<file path="config.mk">
export PLATFORM = sky130hd
export DESIGN_NAME = vid_line_fetch
export DESIGN_NICKNAME = d
export VERILOG_FILES = /design/src/rtl/vlf_pkg.sv /design/src/rtl/vlf_byte_ctr.sv /design/src/rtl/vlf_line_ctr.sv /design/src/rtl/vlf_addr_gen.sv /design/src/rtl/vid_line_fetch.sv
export SDC_FILE = /design/constraint.sdc
export NUM_CORES = 1
export LEC_CHECK = 0
export ABC_AREA = 1
export ABC_CLOCK_PERIOD_IN_PS = 4000
export BUFFER_PORTS_ARGS = -buffer_cell sky130_fd_sc_hd__buf_2
export CAP_MARGIN = 40
export CORE_MARGIN = 10
export CORE_UTILIZATION = 50
export CTS_CLUSTER_SIZE = 24
export DETAILED_ROUTE_END_ITERATION = 8
export HOLD_SLACK_MARGIN = 0.05
export PLACE_DENSITY = 0.76
export SYNTH_ARGS = -nofsm -noshare
export SYNTH_HDL_FRONTEND = slang
export SYNTH_SLANG_ARGS = --single-unit
</file>
<file path="constraint.sdc">
create_clock -name clk -period 4 [get_ports clk]
set_input_delay 0.2 -clock clk [delete_from_list [all_inputs] [get_ports clk]]
set_output_delay 0.2 -clock clk [all_outputs]
set_load 0.02 [all_outputs]
</file>
<file path="src/rtl/vlf_pkg.sv">
package vlf_pkg;
  typedef enum logic [2:0] {
    ST_IDLE  = 3'd0,
    ST_SEIZE = 3'd1,
    ST_WAIT  = 3'd2,
    ST_FETCH = 3'd3,
    ST_REL   = 3'd4
  } vlf_state_t;
endpackage

</file>
<file path="src/rtl/vlf_byte_ctr.sv">
module vlf_byte_ctr #(
  parameter int CW = 5
) (
  input  logic          clk,
  input  logic          rst,
  input  logic          clr,
  input  logic          inc,
  output logic [CW-1:0] cnt
);
  always_ff @(posedge clk) begin
    if (rst || clr) cnt <= '0;
    else if (inc)   cnt <= cnt + 1'b1;
  end

  // the counter only moves when told to, so a paused burst keeps its byte
  a_r11_hold_when_idle: assert property (@(posedge clk) disable iff (rst)
    (!$past(clr) && !$past(inc)) |-> $stable(cnt));
endmodule

</file>
<file path="src/rtl/vlf_line_ctr.sv">
module vlf_line_ctr #(
  parameter int SMALL_LINES = 32,
  parameter int LARGE_LINES = 64,
  localparam int LW = $clog2(LARGE_LINES)
) (
  input  logic          clk,
  input  logic          rst,
  input  logic          frame_start,
  input  logic          adv,
  input  logic          mode_large,
  output logic [LW-1:0] line_idx
);
  logic [LW-1:0] limit;
  assign limit = mode_large ? LW'(LARGE_LINES - 1) : LW'(SMALL_LINES - 1);

  always_ff @(posedge clk) begin
    if (rst || frame_start)  line_idx <= '0;
    else if (adv)            line_idx <= (line_idx >= limit) ? '0 : line_idx + 1'b1;
  end

  // a frame start always clears the row index
  a_r9_frame_clear: assert property (@(posedge clk) disable iff (rst)
    frame_start |=> (line_idx == '0));
endmodule

</file>
<file path="src/rtl/vlf_addr_gen.sv">
module vlf_addr_gen #(
  parameter int ADDR_W      = 16,
  parameter int SMALL_BYTES = 16,
  parameter int LARGE_BYTES = 32,
  parameter int SMALL_LINES = 32,
  parameter int LARGE_LINES = 64,
  localparam int LW = $clog2(LARGE_LINES),
  localparam int CW = $clog2(LARGE_BYTES),
  localparam int OW = $clog2(LARGE_BYTES * LARGE_LINES)
) (
  input  logic              mode_large,
  input  logic [ADDR_W-1:0] base,
  input  logic [LW-1:0]     line_idx,
  input  logic [CW-1:0]     byte_idx,
  output logic [ADDR_W-1:0] addr
);
  logic [OW-1:0] bpl, mask, off;

  assign bpl  = mode_large ? OW'(LARGE_BYTES) : OW'(SMALL_BYTES);
  assign mask = mode_large ? OW'(LARGE_BYTES * LARGE_LINES - 1)
                           : OW'(SMALL_BYTES * SMALL_LINES - 1);
  assign off  = (OW'(line_idx) * bpl + OW'(byte_idx)) & mask;
  assign addr = base + ADDR_W'(off);
endmodule

</file>
<file path="src/rtl/vid_line_fetch.sv">
module vid_line_fetch #(
  parameter int ADDR_W      = 16,
  parameter int SMALL_BYTES = 16,
  parameter int LARGE_BYTES = 32,
  parameter int SMALL_LINES = 32,
  parameter int LARGE_LINES = 64
) (
  input  logic                   clk,
  input  logic                   rst,
  input  logic                   line_start,
  input  logic                   frame_start,
  input  logic                   mode_large,
  input  logic [ADDR_W-1:0]      base_addr,
  input  logic                   hold_ack,
  output logic                   hold_req_n,
  output logic                   dma_strobe,
  output logic                   rd_strobe,
  output logic [ADDR_W-1:0]      mem_addr,
  output logic [LARGE_BYTES-1:0] buf_we
);
  import vlf_pkg::*;

  localparam int CW = $clog2(LARGE_BYTES);
  localparam int LW = $clog2(LARGE_LINES);

  vlf_state_t        state;
  logic              mode_q;
  logic [ADDR_W-1:0] base_q;
  logic [CW-1:0]     byte_idx;
  logic [LW-1:0]     line_idx;
  logic [ADDR_W-1:0] addr_nx;
  logic              last_byte, start, fetch_go, byte_clr, byte_inc, line_adv;
  logic [LARGE_BYTES-1:0] we_nx;

  assign start     = (state == ST_IDLE) && line_start;
  assign fetch_go  = (state == ST_FETCH) && hold_ack;
  assign last_byte = mode_q ? (byte_idx == CW'(LARGE_BYTES - 1))
                            : (byte_idx == CW'(SMALL_BYTES - 1));
  assign byte_clr  = start;
  assign byte_inc  = fetch_go && !last_byte;
  assign line_adv  = (state == ST_REL);
  assign we_nx     = {{(LARGE_BYTES-1){1'b0}}, 1'b1} << byte_idx;

  vlf_byte_ctr #(.CW(CW)) u_byte (
    .clk(clk), .rst(rst), .clr(byte_clr), .inc(byte_inc), .cnt(byte_idx)
  );

  vlf_line_ctr #(.SMALL_LINES(SMALL_LINES), .LARGE_LINES(LARGE_LINES)) u_line (
    .clk(clk), .rst(rst), .frame_start(frame_start), .adv(line_adv),
    .mode_large(mode_q), .line_idx(line_idx)
  );

  vlf_addr_gen #(
    .ADDR_W(ADDR_W), .SMALL_BYTES(SMALL_BYTES), .LARGE_BYTES(LARGE_BYTES),
    .SMALL_LINES(SMALL_LINES), .LARGE_LINES(LARGE_LINES)
  ) u_addr (
    .mode_large(mode_q), .base(base_q), .line_idx(line_idx),
    .byte_idx(byte_idx), .addr(addr_nx)
  );

  always_ff @(posedge clk) begin
    if (rst) begin
      state      <= ST_IDLE;
      hold_req_n <= 1'b1;
      dma_strobe <= 1'b0;
      rd_strobe  <= 1'b0;
      buf_we     <= '0;
      mem_addr   <= '0;
      mode_q     <= 1'b0;
      base_q     <= '0;
    end else begin
      dma_strobe <= 1'b0;
      rd_strobe  <= 1'b0;
      buf_we     <= '0;
      case (state)
        ST_IDLE: if (line_start) begin
          mode_q     <= mode_large;
          base_q     <= base_addr;
          hold_req_n <= 1'b0;
          dma_strobe <= 1'b1;
          state      <= ST_SEIZE;
        end
        ST_SEIZE: state <= ST_WAIT;
        ST_WAIT:  if (hold_ack) state <= ST_FETCH;
        ST_FETCH: if (fetch_go) begin
          rd_strobe  <= 1'b1;
          dma_strobe <= 1'b1;
          mem_addr   <= addr_nx;
          buf_we     <= we_nx;
          if (last_byte) state <= ST_REL;
        end
        ST_REL: begin
          hold_req_n <= 1'b1;
          state      <= ST_IDLE;
        end
        default: state <= ST_IDLE;
      endcase
    end
  end

  // a read only follows a sampled grant
  a_r3_read_needs_ack: assert property (@(posedge clk) disable iff (rst)
    rd_strobe |-> $past(hold_ack));
  // write enables are one-hot and only present with a read
  a_r7_we_onehot: assert property (@(posedge clk) disable iff (rst)
    $onehot0(buf_we) && (rd_strobe == (buf_we != '0)));
  // the request falls together with a data-free seizure pulse
  a_r2_seize_no_data: assert property (@(posedge clk) disable iff (rst)
    $fell(hold_req_n) |-> (dma_strobe && !rd_strobe));
  // the request is released right after the last read
  a_r8_release_after_read: assert property (@(posedge clk) disable iff (rst)
    $rose(hold_req_n) |-> $past(rd_strobe));
  // small mode never indexes past its row length
  a_r4_small_bound: assert property (@(posedge clk) disable iff (rst)
    (state == ST_FETCH && !mode_q) |-> (byte_idx < CW'(SMALL_BYTES)));
  // strobe pulses only occur while the bus is requested
  a_r2_strobe_in_hold: assert property (@(posedge clk) disable iff (rst)
    dma_strobe |-> !hold_req_n);
endmodule

</file>
==> results of run 1 <==
synth_stat cells (all sizes together):
cell	count
nor3	17
o211ai	1
a21oi	24
nand4	4
inv	82
nand3	39
ha	33
a221oi	1
o21bai	3
buf	9
clkbuf	5
clkinv	1
a21boi	2
a31oi	3
and2	1
or2	2
o21a	4
nand2	112
fa	1
xor2	7
xnor2	1
a21o	1
conb	1
nor2	85
dfxtp	82
o21ai	43
sequential cells by signal, summed over array words and instances, names as in the netlist:
signal / count
base_q: 16
buf_we: 32
dma_strobe: 1
hold_req_n: 1
mem_addr: 16
mode_q: 1
rd_strobe: 1
state: 3
u_byte.cnt: 5
u_line.line_idx: 6
worst max path at each step:
stage	start	to	slack, ns	cells after the start
after global placement	mode_q	mem_addr[15]	0.63	20
after detailed placement	mode_q	mem_addr[15]	0.46	20
after floorplan	mode_q	mem_addr[15]	0.73	21
after global routing	mode_q	mem_addr[15]	0.02	20
after CTS	mode_q	mem_addr[15]	0.44	20
final	mode_q	mem_addr[15]	0.43	20
through the flow:
stage               hold slack, ns  util, %  instance area [um2]
global route               0.07923    58.22                 4760
global placement            0.4510    55.86                 4567
CTS                        0.07490    58.22                 4760
floorplan                   0.2662        -                 4168
finish                     0.08350    58.22                 4760
detailed placement          0.4640    55.86                 4567
kinds of logic after synthesis:
logic type / share of synthesized area [%]
other cells: 0.09006
xor+xnor: 1.683
flops: 39.42
compound gates: 11.03
buf+inv: 9.766
fa+ha+maj: 10.40
simple gates: 27.61
report_power, final:
group          internal [mW]  leakage [nW]  total (mW)  switching [mW]
Sequential             0.893         0.665       0.955          0.0621
Clock                  0.245        0.0937       0.592           0.348
Combinational          0.147          1.66       0.441           0.294
Total                   1.28          2.42        1.99           0.704
cell type report:
| cell class | count | area [um2] |
|---|---|---|
| timing repair buffer | 72 | 360.3 |
| sequential | 82 | 1642 |
| inverter | 83 | 314.1 |
| clock buffer | 9 | 123.9 |
| clock inverter | 7 | 68.82 |
| multi-input combinational | 386 | 2120 |
| tap | 105 | 131.4 |
| fill | 797 | 3416 |
routing by layer:
| metal | up-vias | share of wire (%) | wire (um) | global-route usage (%) |
|---|---|---|---|---|
| li1 | 1937 | - | - | - |
| met5 | - | 0 | 0 | 0 |
| met2 | 75 | 49 | 4609 | 27.63 |
| met1 | 1667 | 44 | 4171 | 17.32 |
| met3 | 15 | 5.9 | 556 | 5.465 |
| met4 | 0 | 1.3 | 124 | 4.199 |
tightest hold or removal path, cell delays in order:
cell     delay [ns]
buf_2          0.07
o21ai_0        0.07
nor2_1         0.08
==> results.cfg, run 1 <==
[status]
status = finished, final reports clean

[detailed_routing]
drtPass1Iterations = 5
wl_per_cell_um = 12.72
wirelength_um = 9462
vias = 3694
vias_per_cell = 4.965
initialDrtViolationCount = 140
drc = 0
ant_nets = 0

[setup_path]
crit_buf_inv = 1
worstPathCellList = nor2_1 -> ha_1 -> ha_1 -> ha_1 -> ha_1 -> inv_1 -> o21ai_0 -> a21o_1 -> nand3_1 -> nand2_1 -> nor2_1 -> ha_1 -> nand2_1 -> nor2_1 -> and2_1 -> nand2_1 -> nand3_1 -> nand2_1 -> nor2_1 -> nor2_1
reg2reg_from = mode_q
startpoint_type = flop
cp_top_family = adder cells
arrival_ns = 3.83
required_ns = 4.27
slowest_stage = dfxtp_1
max_stage_delay_ns = 0.63
crit_fanout = 16
crit_path_end_kind = flop
criticalPathCategory = flop to flop
r2r_slack_ns = 0.43
rr_endpoint = mem_addr[15]
worstRegToRegCells = 20

[synthesis]
synth_seq_cells = 82
ys_seq_area_share_pct = 39.42
postSynthCellCount = 564
synth_area_per_cell_um2 = 7.383
yosysTopAreaCell = dfxtp_1
synth_area_leaders = dfxtp_1 39%, ha_1 9.9%, nand2_1 9.6%
synth_warnings = 0
netlist_area_mm2 = 0.004164
netlist.area_leader.share_pct = 39.42
synth.distinct_cells = 40

[finish]
layout-drive-gt1-share_pct = 17.37
layout_commonest_cell = nand2_1
diodes = 0
final_nets = 690
layout.cells.non_filler = 744
final_cell_mix = 106 x nand2_1, 82 x dfxtp_1, 80 x nor2_1
synthToLayoutAreaGrowth_pct = 14.30

[cts]
ctsHoldBuffers = 0
clk_pin_slew_ns = 0.10
cts_tree = done
ctsResizeCount = 0
clock_latency_ns = 0.37
clockRootBuffer = clkbuf_8
cts_max_level = 3
post_cts_buffers = 0
cts.path.max_buffers = 2
cts_sinks = 82
numCtsBuffers = 9

[placed_design]
dp.cells = 728
dp_hpwl_um = 7392
place_ws_ns = 0.4588
globalplace.congestion = 0.8499
port_buffers = 72

[global_route]
grt_pass1_vias = 3675
grt_overflow_total = 0
grt_pass1_wl_um = 16630
grt.total_usage_pct = 15.64
grt_max_degree = 36
antenna_found_initial = 0

[floorplan]
pin_count = 73
start_util_pct = 50.93
core-area_mm2 = 0.008175
die_area_mm2 = 0.01238
die_w_um = 111.3
rows = 33
die_y_um = 111.3

[sta]
hold_violations = 0
tns_ns = 0
tightest_slew_ns = 0.5307
timing.fmax_mhz = 280.4
final_max_slew_viol_count = 0
maxSlewHeadroom_pct = 64.58
fin_crit_sh_pct = 89.15
fin_skew_ns = 0.008935
rsz0062_at_grt = no
postLayoutSetupSlackWorst_ns = 0.4338
setup_viol = 0
fin_crit_ns = 3.566

[worst_hold_path]
hold_class = input port to flop
hold-path-endpoint = base_q[4]
whs_path_depth = 3
hp-start = base_addr[4]

[pwr]
pwr_density_cell_mw_per_mm2 = 417.8
power_mw = 1.988
leakage_nw = 2.420
ir_drop_uv = 248.0

[job]
max_cap_violations = 0
(Power assumes the default switching activity.)
==> run 2, diff against run 1 <==
--- a/config.mk
+++ b/config.mk
@@ -9,12 +9,12 @@
 export ABC_CLOCK_PERIOD_IN_PS = 4000
 export BUFFER_PORTS_ARGS = -buffer_cell sky130_fd_sc_hd__buf_2
 export CAP_MARGIN = 40
-export CORE_MARGIN = 10
+export CORE_MARGIN = 2
 export CORE_UTILIZATION = 50
 export CTS_CLUSTER_SIZE = 24
 export DETAILED_ROUTE_END_ITERATION = 8
 export HOLD_SLACK_MARGIN = 0.05
-export PLACE_DENSITY = 0.76
+export PLACE_DENSITY = 0.73
 export SYNTH_ARGS = -nofsm -noshare
 export SYNTH_HDL_FRONTEND = slang
 export SYNTH_SLANG_ARGS = --single-unit
==> run 2 against run 1 <==
  * Final cell count unchanged
  * Non-clock buffer count unchanged
  * Wire length fell by 8.7%
  * Final area hardly changed
  * First-iteration DRC count shrank 19%
  * Largest power group unchanged
  * Global-route usage rose by 5.2 points
  * Total power down 0.78%
  * Sequential share of layout area barely moved
  * Clock power is 2% lower
  * Clock skew up 0.0023 ns
  * Maximum frequency is 1.8% higher
  * Largest cell class unchanged
  * Register-to-register slack gained 0.06 ns
==> results.cfg, run 2 (synthesized netlist as in run 1, its figures left out) <==
[status]
status = finished, final reports clean

[floorplan]
core-area_mm2 = 0.008134
rows = 33
die_y_um = 95.26
die_w_um = 95.26
pin_count = 73
die_area_mm2 = 0.009074
start_util_pct = 51.19

[sta]
timing.fmax_mhz = 285.4
tightest_slew_ns = 0.5260
postLayoutSetupSlackWorst_ns = 0.4955
hold_violations = 0
final_max_slew_viol_count = 0
setup_viol = 0
fin_crit_ns = 3.504
rsz0062_at_grt = no
maxSlewHeadroom_pct = 64.88
hold_ws_ns = 0.08916
tns_ns = 0
fin_skew_ns = 0.01124
fin_crit_sh_pct = 87.61

[global_route]
grt.total_usage_pct = 20.80
grt_pass1_vias = 3264
grt_overflow_total = 0
grt_pass1_wl_um = 14760
antenna_found_initial = 0
grt_max_degree = 36

[pwr]
power_mw = 1.973
ir_drop_uv = 251.2
pwr_density_cell_mw_per_mm2 = 414.3
leakage_nw = 2.419

[placed_design]
port_buffers = 72
dp.cells = 728
place_ws_ns = 0.5019
dp_hpwl_um = 6630
globalplace.congestion = 0.8561
place_area_mm2 = 0.004567

[detailed_routing]
initialDrtViolationCount = 114
wl_per_cell_um = 11.61
vias_per_cell = 4.819
wirelength_um = 8637
vias = 3585
drc = 0
drtPass1Iterations = 4
ant_nets = 0

[finish]
final_cell_mix = 106 x nand2_1, 82 x dfxtp_1, 80 x nor2_1
regMostFlops = buf_we
n_fill_cell = 726
utilization_pct = 58.54
largest_reg_flops = 32
layout-drive-gt1-share_pct = 17.37
synthToLayoutAreaGrowth_pct = 14.36
final_nets = 690
final_area_mm2 = 0.004762
reg_top3 = buf_we (32), base_q (16), mem_addr (16)
diodes = 0
layout_commonest_cell = nand2_1
layout.cells.non_filler = 744

[cts]
cts_sinks = 82
clockRootBuffer = clkbuf_8
post_cts_buffers = 0
ctsResizeCount = 0
clk_pin_slew_ns = 0.09
cts_max_level = 3
clock_latency_ns = 0.36
ctsHoldBuffers = 0
cts.path.max_buffers = 2
cts_tree = done
numCtsBuffers = 9

[setup_path]
startpoint_type = flop
worstRegToRegCells = 20
r2r_slack_ns = 0.50
cp-endpoint = mem_addr[15]
crit_start = mode_q
rr_endpoint = mem_addr[15]
reg2reg_from = mode_q
required_ns = 4.25
arrival_ns = 3.76
criticalPathCategory = flop to flop
crit_path_end_kind = flop
crit_fanout = 16

[job]
max_cap_violations = 0

[worst_hold_path]
hold_class = input port to flop
==> run 2: cell types whose count changed in the layout (fill, tap and decap cells not counted) <==
cell | previous run | this run
clkinv_8 | 0 | 1
inv_6 | 1 | 2
inv_8 | 4 | 2
==> run 2: layer usage <==
layer | track usage [%] | part of all wire (%) | vias up
met4 | 9.179 | 1.2 | 0
met5 | 0 | 0 | -
met2 | 34.27 | 47 | 61
met3 | 4.190 | 4.8 | 9
li1 | - | - | 1938
met1 | 26.31 | 47 | 1577
==> run 2: how the worst min path moves through the flow <==
stage,startpoint,end,depth (start not counted)
3_5_place_dp,base_addr[5],base_q[5],3
3_3_place_gp,base_addr[13],base_q[13],3
6_report,base_addr[5],base_q[5],3
2_1_floorplan,rst,dma_strobe,1
5_1_grt,base_addr[5],base_q[5],3
4_1_cts,base_addr[5],base_q[5],3
==> run 2: cell type report <==
cell class / instances / area [um2] / area share (%)
tap: 105 / 131.4 / 2.759
timing repair buffer: 72 / 360.3 / 7.567
multi-input combinational: 386 / 2120 / 44.51
sequential: 82 / 1642 / 34.47
clock buffer: 9 / 123.9 / 2.601
inverter: 83 / 314.1 / 6.595
clock inverter: 7 / 71.32 / 1.498
==> run 2: power by group <==
group	internal (mW)	switching (mW)
Combinational	0.147	0.288
Clock	0.243	0.340
Sequential	0.893	0.0627
Total	1.28	0.690
==> run 2: worst max-delay path, cell delays in order (launching register included) <==
cell and delay [ns]:
dfxtp_1 0.62, nor2_1 0.10, ha_1 0.21, ha_1 0.29, ha_1 0.20, ha_1 0.32, inv_1 0.04, o21ai_0 0.15
a21o_1 0.14, nand3_1 0.07, nand2_1 0.06, nor2_1 0.06, ha_1 0.35, nand2_1 0.11, nor2_1 0.21, and2_1 0.15
nand2_1 0.07, nand3_1 0.07, nand2_1 0.05, nor2_1 0.10, nor2_1 0.04
==> run 3, diff against run 2 <==
--- a/config.mk
+++ b/config.mk
@@ -14,7 +14,8 @@
 export CTS_CLUSTER_SIZE = 24
 export DETAILED_ROUTE_END_ITERATION = 8
 export HOLD_SLACK_MARGIN = 0.05
-export PLACE_DENSITY = 0.73
+export PLACE_DENSITY = 0.72
 export SYNTH_ARGS = -nofsm -noshare
 export SYNTH_HDL_FRONTEND = slang
+export SYNTH_HIERARCHICAL = 1
 export SYNTH_SLANG_ARGS = --single-unit
==> run 3 against run 2 <==
  * Via count increased by 3.0%
  * Non-clock buffer count increased by 2
  * Critical path depth increased by 2
  * Combinational power decreased by 19%
  * Sequential share of layout area decreased by 0.56 points
  * Synthesized cell count increased by 3.7%
  * Final cell count increased by 3.1%
  * Die area increased by 1.9%
  * Sequential cell count unchanged
  * Global-route usage decreased by 0.29 points
  * Final area increased by 1.8%
  * Worst setup slack got worse by 0.14 ns
  * Largest cell class unchanged
  * Largest power group unchanged
==> results.cfg, run 3 <==
[setup_path]
rr_endpoint = mem_addr[12]
crit_buf_inv = 1
reg2reg_from = mode_q
startpoint_type = flop
slowest_stage = dfxtp_2
worstPathCellList = nand2_1 -> inv_1 -> ha_1 -> ha_1 -> ha_1 -> ha_1 -> ha_1 -> nand2_1 -> nor2_1 -> a21oi_1 -> nand3_1 -> nand2_1 -> nor2_1 -> ha_1 -> nand2_1 -> nor2_2 -> nand3_1 -> nand3_1 -> nand2_1 -> nand2_1 -> nand2_1 -> a21oi_1
crit_fanout = 8
cp_top_family = adder cells
cp-endpoint = mem_addr[12]
criticalPathCategory = flop to flop
worstRegToRegCells = 22
crit_cells = 22
arrival_ns = 3.94
r2r_slack_ns = 0.36
crit_start = mode_q
crit_path_end_kind = flop
max_stage_delay_ns = 0.37
path_common_cell = nand2_1
required_ns = 4.30

[synthesis]
synth_commonest_cells = 151 x nand2_1, 82 x dfxtp_1, 79 x nor2_1
synth_area_leaders = dfxtp_1 39%, nand2_1 13%, ha_1 8.8%
postSynthCellCount = 585
synth_area_per_cell_um2 = 7.259
synth_edf_count = 0
netlist_area_mm2 = 0.004247
synth_async_sr_flop_share_pct = 0
synth_seq_cells = 82
netlist.area_leader.share_pct = 38.66
synth.most_common_cell = nand2_1
synth_warnings = 6
synth.distinct_cells = 36
ys.flop_type = dfxtp_1
ys_seq_area_share_pct = 38.66
yosysTopAreaCell = dfxtp_1

[sta]
timing.fmax_mhz = 274.6
tightest_slew_ns = 0.6546
fin_crit_ns = 3.642
tns_ns = 0
maxSlewHeadroom_pct = 56.31
fin_skew_ns = 0.01448
setup_viol = 0
hold_violations = 0
fin_crit_sh_pct = 91.06
rsz0062_at_grt = no
final_max_slew_viol_count = 0

[finish]
synthToLayoutAreaGrowth_pct = 14.17
final_area_mm2 = 0.004848
final_cell_mix = 151 x nand2_1, 80 x dfxtp_1, 78 x nor2_1
layout_commonest_cell = nand2_1
regMostFlops = buf_we
diodes = 0
final_nets = 710
reg_top3 = buf_we (32), base_q (16), mem_addr (16)
largest_reg_flops = 32
layout-drive-gt1-share_pct = 21.60
layout.cells.non_filler = 767

[cts]
cts_tree = done
clk_pin_slew_ns = 0.10
post_cts_buffers = 0
clock_latency_ns = 0.36
cts_sinks = 82
cts.path.max_buffers = 2
cts_max_level = 3
clockRootBuffer = clkbuf_8
numCtsBuffers = 9

[pwr]
ir_drop_uv = 189.6
power_mw = 1.860
leakage_nw = 2.442
pwr_density_cell_mw_per_mm2 = 383.7

[placed_design]
globalplace.congestion = 0.8826
place_area_mm2 = 0.004653
dp_hpwl_um = 6652
dp.cells = 751
port_buffers = 72

[detailed_routing]
wl_per_cell_um = 11.50
ant_nets = 0
drc = 0
wirelength_um = 8823
initialDrtViolationCount = 121
drtPass1Iterations = 4
vias = 3693
vias_per_cell = 4.815

[floorplan]
pin_count = 73
start_util_pct = 51.68
die_w_um = 96.16
rows = 33
die_y_um = 96.16
die_area_mm2 = 0.009247
core-area_mm2 = 0.008217

[global_route]
grt_overflow_total = 0
grt_pass1_wl_um = 14830
grt_pass1_vias = 3349
grt.total_usage_pct = 20.51
grt_max_degree = 22
antenna_found_initial = 0

[worst_hold_path]
hold_class = input port to flop

[status]
status = finished, final reports clean

[job]
max_cap_violations = 0
-- run 3: cell types whose count changed after synthesis, moves of 4 or more --
cell | before | now
a21oi_1 | 24 | 32
o21ai_1 | 6 | 0
nand3_1 | 38 | 28
nor2_2 | 1 | 23
nor3_1 | 15 | 2
inv_1 | 77 | 68
o21a_1 | 4 | 0
o21ai_0 | 35 | 26
nand2_1 | 106 | 151
-- run 3: kinds of logic after synthesis --
kind of cell | share of synthesized area, %
other | 0.08831
XOR/XNOR | 2.475
flip-flops | 38.66
AND/OR/NAND/NOR | 32.50
buffers and inverters | 9.104
AO/OA/AOI/OAI | 7.631
adder cells (fa/ha/maj) | 9.311
multiplexers | 0.2357
-- run 3: how the worst min path moves through the flow --
stage	start	endpoint	slack [ns]	depth (start not counted)
3_5_place_dp	hold_req_n	hold_req_n	0.45	2
5_1_grt	base_addr[1]	base_q[1]	0.08	3
4_1_cts	base_addr[11]	base_q[11]	0.07	3
3_3_place_gp	hold_req_n	hold_req_n	0.45	2
2_1_floorplan	hold_ack	rd_strobe	0.36	2
6_report	base_addr[11]	base_q[11]	0.09	3
-- run 3: area by class of cell --
cell class / instances / area [um2]
clock buffer: 9 / 123.9
clock inverter: 7 / 66.31
fill: 768 / 3368
inverter: 74 / 282.8
multi-input combinational: 416 / 2225
sequential: 82 / 1644
tap: 105 / 131.4
timing repair buffer: 74 / 375.4
-- run 3: metrics by stage --
| stage | setup slack, ns | util (%) | hold WS, ns |
|---|---|---|---|
| 2_1_floorplan | 0.4884 | - | 0.3621 |
| 3_3_place_gp | 0.4364 | 56.63 | 0.4451 |
| 3_5_place_dp | 0.3082 | 56.63 | 0.4510 |
| 4_1_cts | 0.2668 | 58.95 | 0.07409 |
| 5_1_grt | 0.02799 | 59.01 | 0.08034 |
| 6_report | 0.3578 | 59.01 | 0.08817 |
-- run 3: timing repair --
item / 4_1_cts / 5_1_grt
hold buffers: 0 / 0
endpoints found under the hold margin: 0 / 0
gates resized for setup: 0 / 3
setup endpoints to repair: 0 / 3
-- run 3: worst reg2reg max path, delay by kind of cell, from the launching register on --
kind            cells  cell delay (ns)
buf+inv             1             0.04
fa+ha+maj           6             1.84
simple gates       13             1.06
flops               1             0.37
compound gates      2             0.27
-- run 3: report_power, final --
group / switching (mW) / leakage (nW) / total (mW) / internal [mW]
sequential: 0.0455 / 0.666 / 0.916 / 0.870
combinational: 0.229 / 1.68 / 0.351 / 0.123
clock: 0.350 / 0.0922 / 0.593 / 0.243
-- run 3: metal layers --
metal  track usage, %  routed length, um
met5                0                  0
met4            7.619                102
met3            3.367                446
met2            38.02               4377
met1            23.36               3896
